**src/rtl/pinbank_pkg.sv**
```systemverilog
package pinbank_pkg;

  localparam int DW          = 32;
  localparam int SLOTS       = 12;
  localparam int AW          = $clog2(SLOTS);
  localparam int MODE_W      = 3;
  localparam int MODE_STRIDE = 4;
  localparam int FIELDS_PER  = DW / MODE_STRIDE;
  localparam int MAX_PINS    = 2 * FIELDS_PER;
  localparam int MIN_PINS    = 6;

  // Word index of each register slot; software decodes this order.
  typedef enum logic [AW-1:0] {
    SL_IEN   = 4'd0,
    SL_STAT  = 4'd1,
    SL_DISP  = 4'd2,
    SL_ICLR  = 4'd3,
    SL_MSET  = 4'd4,
    SL_MCLR  = 4'd5,
    SL_DOUT  = 4'd6,
    SL_DIN   = 4'd7,
    SL_DIR   = 4'd8,
    SL_MODE0 = 4'd9,
    SL_MODE1 = 4'd10,
    SL_RSVD  = 4'd11
  } slot_e;

  // Per-pin trigger selection.
  typedef enum logic [MODE_W-1:0] {
    TRG_FALL = 3'b000,
    TRG_RISE = 3'b001,
    TRG_LOW  = 3'b010,
    TRG_HIGH = 3'b011,
    TRG_BOTH = 3'b100
  } trig_e;

endpackage

```
**src/rtl/pinbank_sync.sv**
```systemverilog
// Multi-stage synchronizer plus one history stage for edge detection.
module pinbank_sync #(
  parameter int W      = 16,
  parameter int STAGES = 2
) (
  input  logic         clk,
  input  logic         rst_n,
  input  logic         clr,
  input  logic [W-1:0] d,
  output logic [W-1:0] q,
  output logic [W-1:0] q_prev
);

  localparam int DEPTH = STAGES + 1;

  logic [W-1:0] stg_q [DEPTH];
  logic [W-1:0] stg_d [DEPTH];

  always_comb begin
    stg_d[0] = clr ? '0 : d;
    for (int k = 1; k < DEPTH; k++) begin
      stg_d[k] = clr ? '0 : stg_q[k-1];
    end
  end

  always_ff @(posedge clk or negedge rst_n) begin
    if (!rst_n) begin
      for (int k = 0; k < DEPTH; k++) stg_q[k] <= '0;
    end else begin
      for (int k = 0; k < DEPTH; k++) stg_q[k] <= stg_d[k];
    end
  end

  assign q      = stg_q[STAGES-1];
  assign q_prev = stg_q[STAGES];

endmodule

```
**src/rtl/pinbank_trig.sv**
```systemverilog
// Combinational trigger condition for one pin.
module pinbank_trig
  import pinbank_pkg::*;
(
  input  logic              lvl,
  input  logic              lvl_prev,
  input  logic [MODE_W-1:0] mode,
  output logic              hit
);

  always_comb begin
    case (mode)
      TRG_FALL: hit = lvl_prev & ~lvl;
      TRG_RISE: hit = lvl & ~lvl_prev;
      TRG_LOW:  hit = ~lvl;
      TRG_HIGH: hit = lvl;
      TRG_BOTH: hit = lvl ^ lvl_prev;
      default:  hit = 1'b0;
    endcase
  end

endmodule

```
**src/rtl/pinbank_irq.sv**
```systemverilog
module pinbank_irq
  import pinbank_pkg::*;
#(
  parameter int NPINS = 16
) (
  input  logic             clk,
  input  logic             rst_n,
  input  logic             soft_rst,
  input  logic             bus_wr,
  input  logic [AW-1:0]    bus_addr,
  input  logic [DW-1:0]    bus_wdata,
  output logic [DW-1:0]    bus_rdata,
  input  logic [NPINS-1:0] pin_in,
  output logic [NPINS-1:0] pin_out,
  output logic [NPINS-1:0] pin_oe,
  output logic             irq_out
);

  generate
    if (NPINS < MIN_PINS || NPINS > MAX_PINS) begin : g_bad_count
      $error("pinbank_irq: NPINS out of range");
    end
  endgenerate

  // ---------------- write decode ----------------
  logic we_ien, we_iclr, we_mset, we_mclr, we_dout, we_dir, we_mode0, we_mode1;
  logic [NPINS-1:0] wbits;

  always_comb begin
    we_ien   = bus_wr && (bus_addr == SL_IEN);
    we_iclr  = bus_wr && (bus_addr == SL_ICLR);
    we_mset  = bus_wr && (bus_addr == SL_MSET);
    we_mclr  = bus_wr && (bus_addr == SL_MCLR);
    we_dout  = bus_wr && (bus_addr == SL_DOUT);
    we_dir   = bus_wr && (bus_addr == SL_DIR);
    we_mode0 = bus_wr && (bus_addr == SL_MODE0);
    we_mode1 = bus_wr && (bus_addr == SL_MODE1);
    wbits    = bus_wdata[NPINS-1:0];
  end

  // ---------------- input path ----------------
  logic [NPINS-1:0] lvl_s, lvl_p, hit_v;

  pinbank_sync #(.W(NPINS), .STAGES(2)) u_sync (
    .clk    (clk),
    .rst_n  (rst_n),
    .clr    (soft_rst),
    .d      (pin_in),
    .q      (lvl_s),
    .q_prev (lvl_p)
  );

  // ---------------- state ----------------
  logic [NPINS-1:0]  ien_q, ien_d;
  logic [NPINS-1:0]  stat_q, stat_d;
  logic [NPINS-1:0]  mask_q, mask_d;
  logic [NPINS-1:0]  dout_q, dout_d;
  logic [NPINS-1:0]  dir_q, dir_d;
  logic [MODE_W-1:0] mode_q [NPINS];
  logic [MODE_W-1:0] mode_d [NPINS];

  genvar g;
  generate
    for (g = 0; g < NPINS; g++) begin : g_pin
      localparam int SEL = (g < FIELDS_PER) ? 0 : 1;
      localparam int LSB = MODE_STRIDE * (g % FIELDS_PER);

      pinbank_trig u_trig (
        .lvl      (lvl_s[g]),
        .lvl_prev (lvl_p[g]),
        .mode     (mode_q[g]),
        .hit      (hit_v[g])
      );

      always_comb begin
        mode_d[g] = mode_q[g];
        if (soft_rst) begin
          mode_d[g] = '0;
        end else if ((SEL == 0 && we_mode0) || (SEL == 1 && we_mode1)) begin
          mode_d[g] = bus_wdata[LSB +: MODE_W];
        end
      end

      always_ff @(posedge clk or negedge rst_n) begin
        if (!rst_n) mode_q[g] <= '0;
        else        mode_q[g] <= mode_d[g];
      end
    end
  endgenerate

  // Next-state for the per-pin vectors.
  always_comb begin
    ien_d  = ien_q;
    mask_d = mask_q;
    dout_d = dout_q;
    dir_d  = dir_q;
    stat_d = stat_q;
    if (soft_rst) begin
      ien_d  = '0;
      mask_d = '0;
      dout_d = '0;
      dir_d  = '0;
      stat_d = '0;
    end else begin
      if (we_ien)  ien_d  = wbits;
      if (we_dout) dout_d = wbits;
      if (we_dir)  dir_d  = wbits;
      if (we_mset) mask_d = mask_q | wbits;
      if (we_mclr) mask_d = mask_q & ~wbits;
      // Clear first, then new detections win in the same cycle.
      stat_d = (stat_q & ~(we_iclr ? wbits : '0)) | (hit_v & ien_q);
    end
  end

  always_ff @(posedge clk or negedge rst_n) begin
    if (!rst_n) begin
      ien_q  <= '0;
      stat_q <= '0;
      mask_q <= '0;
      dout_q <= '0;
      dir_q  <= '0;
    end else begin
      ien_q  <= ien_d;
      stat_q <= stat_d;
      mask_q <= mask_d;
      dout_q <= dout_d;
      dir_q  <= dir_d;
    end
  end

  // ---------------- outputs and readback ----------------
  logic [NPINS-1:0]  pend;
  logic [2*DW-1:0]   mode_flat;

  always_comb begin
    mode_flat = '0;
    for (int p = 0; p < NPINS; p++) begin
      mode_flat[MODE_STRIDE*p +: MODE_W] = mode_q[p];
    end
  end

  assign pend    = stat_q & ~mask_q;
  assign irq_out = |pend;
  assign pin_out = dout_q;
  assign pin_oe  = dir_q;

  always_comb begin
    case (bus_addr)
      SL_IEN:   bus_rdata = DW'(ien_q);
      SL_STAT:  bus_rdata = DW'(stat_q);
      SL_DISP:  bus_rdata = DW'(pend);
      SL_MSET:  bus_rdata = DW'(mask_q);
      SL_DOUT:  bus_rdata = DW'(dout_q);
      SL_DIN:   bus_rdata = DW'(lvl_s);
      SL_DIR:   bus_rdata = DW'(dir_q);
      SL_MODE0: bus_rdata = mode_flat[DW-1:0];
      SL_MODE1: bus_rdata = mode_flat[2*DW-1:DW];
      default:  bus_rdata = '0;
    endcase
  end

  // ---------------- assertions ----------------

  stat_needs_enable_chk: assert property (@(posedge clk) disable iff (!rst_n)
    ((stat_q & ~$past(stat_q) & ~$past(ien_q)) == '0));


  iclr_takes_effect_chk: assert property (@(posedge clk) disable iff (!rst_n)
    (we_iclr && !soft_rst) |=>
      ((stat_q & $past(wbits) & ~$past(hit_v & ien_q)) == '0));


  mset_takes_effect_chk: assert property (@(posedge clk) disable iff (!rst_n)
    (we_mset && !soft_rst) |=> ((mask_q & $past(wbits)) == $past(wbits)));


  mclr_takes_effect_chk: assert property (@(posedge clk) disable iff (!rst_n)
    (we_mclr && !soft_rst) |=> ((mask_q & $past(wbits)) == '0));


  soft_reset_clears_chk: assert property (@(posedge clk) disable iff (!rst_n)
    soft_rst |=> (ien_q == '0 && stat_q == '0 && mask_q == '0 && pin_oe == '0));


  stat_sticky_chk: assert property (@(posedge clk) disable iff (!rst_n)
    (!we_iclr && !soft_rst) |=> (($past(stat_q) & ~stat_q) == '0));

endmodule

```
**config.mk**
```make
export PLATFORM = sky130hd
export DESIGN_NAME = pinbank_irq
export DESIGN_NICKNAME = d
export VERILOG_FILES = /design/src/rtl/pinbank_pkg.sv /design/src/rtl/pinbank_sync.sv /design/src/rtl/pinbank_trig.sv /design/src/rtl/pinbank_irq.sv
export SDC_FILE = /design/constraint.sdc
export NUM_CORES = 1
export LEC_CHECK = 0
export BUFFER_PORTS_ARGS = -buffer_cell sky130_fd_sc_hd__buf_2
export CORE_UTILIZATION = 58
export DETAILED_ROUTE_END_ITERATION = 6
export PLACE_DENSITY = 0.84
export SYNTH_ARGS = -nofsm -noshare
export SYNTH_HDL_FRONTEND = slang
export SYNTH_SLANG_ARGS = --single-unit
```
**constraint.sdc**
```tcl
create_clock -name clk -period 3.47 [get_ports clk]
set_input_delay 0.694 -clock clk [delete_from_list [all_inputs] [get_ports clk]]
set_output_delay 0.694 -clock clk [all_outputs]
set_load 0.03 [all_outputs]
```
After elaboration in Yosys (flattened, before gate mapping):

Cells that the tools add are included.

* memories: 0
* logic and storage cells: 282
* memory bits (writable): 0
* register bits: 176
* bits in latches: 0
* bits in read-only memories: 0
* input port bits: 56
* output and inout port bits: 65

* mux-type cells: 63
* div/mod/pow operators: 0
* multiply operators: 0
* bitwise operators: 89
* magnitude comparators: 0
* shift operators: 0
* eq/ne operators: 74
* add/sub/neg operators: 0
* reduce and logical (&&, ||, !) cells: 32

Operator list (number)
* one-hot mux 31 bit (9 select lines): 1
* 2-to-1 mux 16 bit: 14
* == test 3 x 2 -> 1 bit (second input constant): 32
* 2-to-1 mux 3 bit: 32
* one-hot mux 1 bit (5 select lines): 16
* AND 16 bit: 4
* == test 3 x 1 -> 1 bit (second input constant): 16
* == test 3 bit (second input constant): 16
* zero test 3 bit: 16
* NOT 16 bit: 3
* AND 1 bit: 32
* NOT 1 bit: 32
* OR 16 bit: 2
* == test 4 x 3 -> 1 bit (second input constant): 4
* OR reduction 16 bit: 1
* bitwise XOR 1 bit: 16
* == test 4 bit (second input constant): 3
* nonzero test 2 bit: 5
* == test 4 x 2 -> 1 bit (second input constant): 2
* logical AND 1 bit: 8
* == test 4 x 1 -> 1 bit (second input constant): 1
* zero test 4 bit: 1
* nonzero test 3 bit: 1

Longest topological paths before layout:

* word-level depth: 7
* depth in mapped cells: 9
* depth with buffers taken out: 6

Hierarchy:

A second synthesis with hierarchy kept.

* cells, all modules: 1004
* area total of the unflattened synthesis: 9542.9 um^2

By module, submodules not included
* pinbank_irq: seq. area each 3203.1 um^2, times used 1, cells an instance 727, area an instance 6516.2 um^2
* pinbank_sync: seq. area each 1201.2 um^2, times used 1, cells an instance 133, area an instance 1785.5 um^2
* pinbank_trig: seq. area each 0.0 um^2, times used 16, cells an instance 9, area an instance 77.6 um^2

Worst setup path before layout:

OpenSTA, ideal clock, no wires.

* kind: input -> output
* start: in bus_addr[2]
* end: out bus_rdata[0]
* cell stages on the path: 7
* slack: 0.721 ns
* arrival time: 2.055 ns
* required time: 2.776 ns
* buffers on the path: 3
* cells stage by stage: buf_4 -> or4b_1 -> buf_2 -> buf_2 -> nor2_1 -> o21ai_0 -> nand4_1

* longest elaborated chain between the ends: 2

RTL lines
* start, declared: line pinbank_irq.sv:10 `input logic [AW-1:0] bus_addr,`
* == test 4 bit (tied with other cells): line pinbank_irq.sv:148 `case (bus_addr)`
* one-hot mux 31 bit (9 select lines) (*): line pinbank_irq.sv:148
* end, declared: line pinbank_irq.sv:12 `output logic [DW-1:0] bus_rdata,`

Mark *: on every way between the ends. The rest lies on a longest branch, timed or not.

Worst setup path after layout:

* start: in bus_addr[0]
* end: out bus_rdata[12]

The elaborated chain is that of the path after synthesis.

==> reports/qor.yml <==
outcome: "complete, but fails checks"
failed_checks: "DRC"
yosys_most_used_dff: "dfrtp_1"
gr-total-overflow: 0
post_cts_resized: 0
dr.pass1.iters: 7
drt-wirelength-per-cell_um: 20.6
power.total_mw: 4.72
ys_top_cells_by_count: "197 x nand2_1, 176 x dfrtp_1, 120 x a21oi_1, 61 x inv_1, 39 x clkbuf_1"
yosys-top-cells-area: "dfrtp_1 48%, nand2_1 8.1%, a21oi_1 6.6%, ha_1 4.4%, inv_1 2.5%"
vias: 8184
tightest_slew_ps: 942
max_freq_ghz: 0.320
path_clk_slew_ps: 60
worstSetupPathType: "input port to primary output"
die_h_um: 128
netlist_area_um2: 9160
grt_pass1_vias: 7948
crit_path_max_fanout: 19
syn_area_per_cell_um2: 9.17
synth_most_common_cell: "nand2_1"
core_um2: 15300
diodes: 0
clockRootBuffer: "clkbuf_16"
peakVddDrop_mv: 0.369
drive_gt1_share_pct: 16.2
clkSinkCount: 176
syn_to_final_growth_pct: 14.7
holdWs_ps: 297
die_w_um: 128
fin_crit_sh_pct: 90.2
rows: 45
numCtsBuffers: 17
drc: 1
synth_top_area_cell: "dfrtp_1"
start_util_pct: 59.8
dieArea_um2: 16300
slew_headroom_pct: 37.0
ys_ff_latch: 176
hold_path_class: "input port to async pin"
cts_tree: "yes"
setup_tns_ps: 0
synth_cell_type_count: 45
grt_antenna_before_repair: 0
grt_start_max_net_pins: 112
cp.arrival_ps: 2430
cts_buffer_depth: 2
maxCapViolCount: 0
report.final.slew_viol_count: 0
nFillCells: 1177
startpoint_type: "input port"
p_leak_nw: 4.73
rsz0062_at_grt: "no"
drt_wl_total_um: 26800
finalSetupViolCount: 0
netlist_instances: 999
ys_seq_area_share_pct: 48.1
insertion_delay_ps: 440
cts-htree-levels: 4
end_kind: "primary output"
io_buffers: 112
place_congestion: 0.928
grt.total_usage_pct: 34.3
fin_crit_ps: 3130
final_net_count: 1164
dpl.hpwl_um: 17500
ant_nets: 0
ios: 121
ctsHoldBuffers: 0
p_per_area_nw_per_um2: 449
crit_required_ps: 2780
yosys_warnings: 0
synth_edf_count: 0
fin_util_pct: 68.6
drt_iter0_markers: 1324
async_flop_share_pct: 100
finClkSkew_ps: 7.60
finalHoldViolations: 0
viasPerCell: 6.30
synth_top_area_share_pct: 48.1
post_cts_buffers: 0
grt_pass1_wl_um: 41800
stage by stage:
step / worst slack, ps / cell area (um^2) / instances
global placement: 395 / 9810 / 1268
detailed placement: 384 / 9810 / 1268
finish: 341 / 10500 / 1300
CTS: 369 / 10500 / 1300
global route: 277 / 10500 / 1300
floorplan: 721 / 9170 / 1002
power by group:
group | switching, mW | internal, mW
Clock | 0.829 | 1.42
Sequential | 0.0422 | 2.09
Combinational | 0.235 | 0.102
critical path, stage by stage:
cell      delay, ps
buf_2           360
and4bb_2        560
buf_4           310
a22oi_1         120
nand4_1         160
buf_2           220
final timing paths:
check | from | end | slack [ps] | cells past startpoint
worst max-delay path | bus_addr[0] | bus_rdata[12] | 340 | 6
worst max register to register | u_sync.q[3]$_DFF_PN0_ | stat_q[3]$_DFF_PN0_ | 1800 | 6
worst min register to register | u_sync.stg_q[42]$_DFF_PN0_ | u_sync.q[10]$_DFF_PN0_ | 460 | 1
min in group clk | u_sync.stg_q[42]$_DFF_PN0_ | u_sync.q[10]$_DFF_PN0_ | 460 | 1
max in group asynchronous | rst_n | pin_oe[12]$_DFFE_PN0P_ | 2410 | 2
worst min-delay path | rst_n | u_sync.q[3]$_DFF_PN0_ | 300 | 1
cell families (layout without fill, tap and decap cells):
group	after synthesis	in the layout	share of synthesized area, %
AND/OR/NAND/NOR	366	366	19.8
AO/OA/AOI/OAI	250	250	17.3
flip-flops	176	176	48.1
buffers and inverters	144	231	7.28
adder cells (fa/ha/maj)	32	32	4.37
multiplexers	20	20	2.18
XOR/XNOR	10	10	0.956
other	1	4	0.0409
area by class of cell:
type	count	area, um^2	area share [%]
clock buffer	18	429	4.08
clock inverter	14	263	2.50
inverter	61	229	2.18
multi-input combinational	682	4120	39.3
sequential	176	4400	41.9
tap	211	264	2.51
timing repair buffer	138	793	7.55
cells in the final DEF (no fill, tap or decap), types with 5 or more instances in the layout:
cell | Yosys | layout
bufinv_16 | 0 | 7
a211oi_1 | 6 | 6
ha_1 | 32 | 32
xor2_1 | 10 | 10
nand2_1 | 197 | 197
a222oi_1 | 16 | 16
nand2b_1 | 23 | 23
clkbuf_16 | 0 | 17
nand3_1 | 7 | 7
nor3_1 | 16 | 16
buf_2 | 22 | 110
inv_1 | 61 | 61
nor4b_1 | 14 | 14
o22ai_1 | 10 | 10
nand4_1 | 11 | 11
nor2b_1 | 32 | 32
and2_1 | 5 | 5
a311oi_1 | 16 | 16
buf_4 | 14 | 24
o21ai_0 | 23 | 23
a22oi_1 | 28 | 28
dfrtp_1 | 176 | 176
a21oi_1 | 120 | 120
nor3b_1 | 14 | 14
a22o_1 | 12 | 12
mux2i_1 | 20 | 20
o31ai_1 | 8 | 8
nor2_1 | 36 | 36
layer usage:
| metal | routed length, um | vias up | GRT usage (%) |
|---|---|---|---|
| met5 | 0 | - | 0 |
| met2 | 12600 | 511 | 53.5 |
| met3 | 2790 | 128 | 8.93 |
| met4 | 1490 | 0 | 20.8 |
| li1 | - | 3602 | - |
| met1 | 9990 | 3943 | 43.0 |
registers in the layout (all words and copies together) (netlist names):
register / count
mode_flat: 48
mask_q: 16
u_sync.q: 16
pin_oe: 16
u_sync.stg_q: 16
ien_q: 16
u_sync.q_prev: 16
stat_q: 16
pin_out: 16
Note: power is estimated with default switching activity, not from simulation.
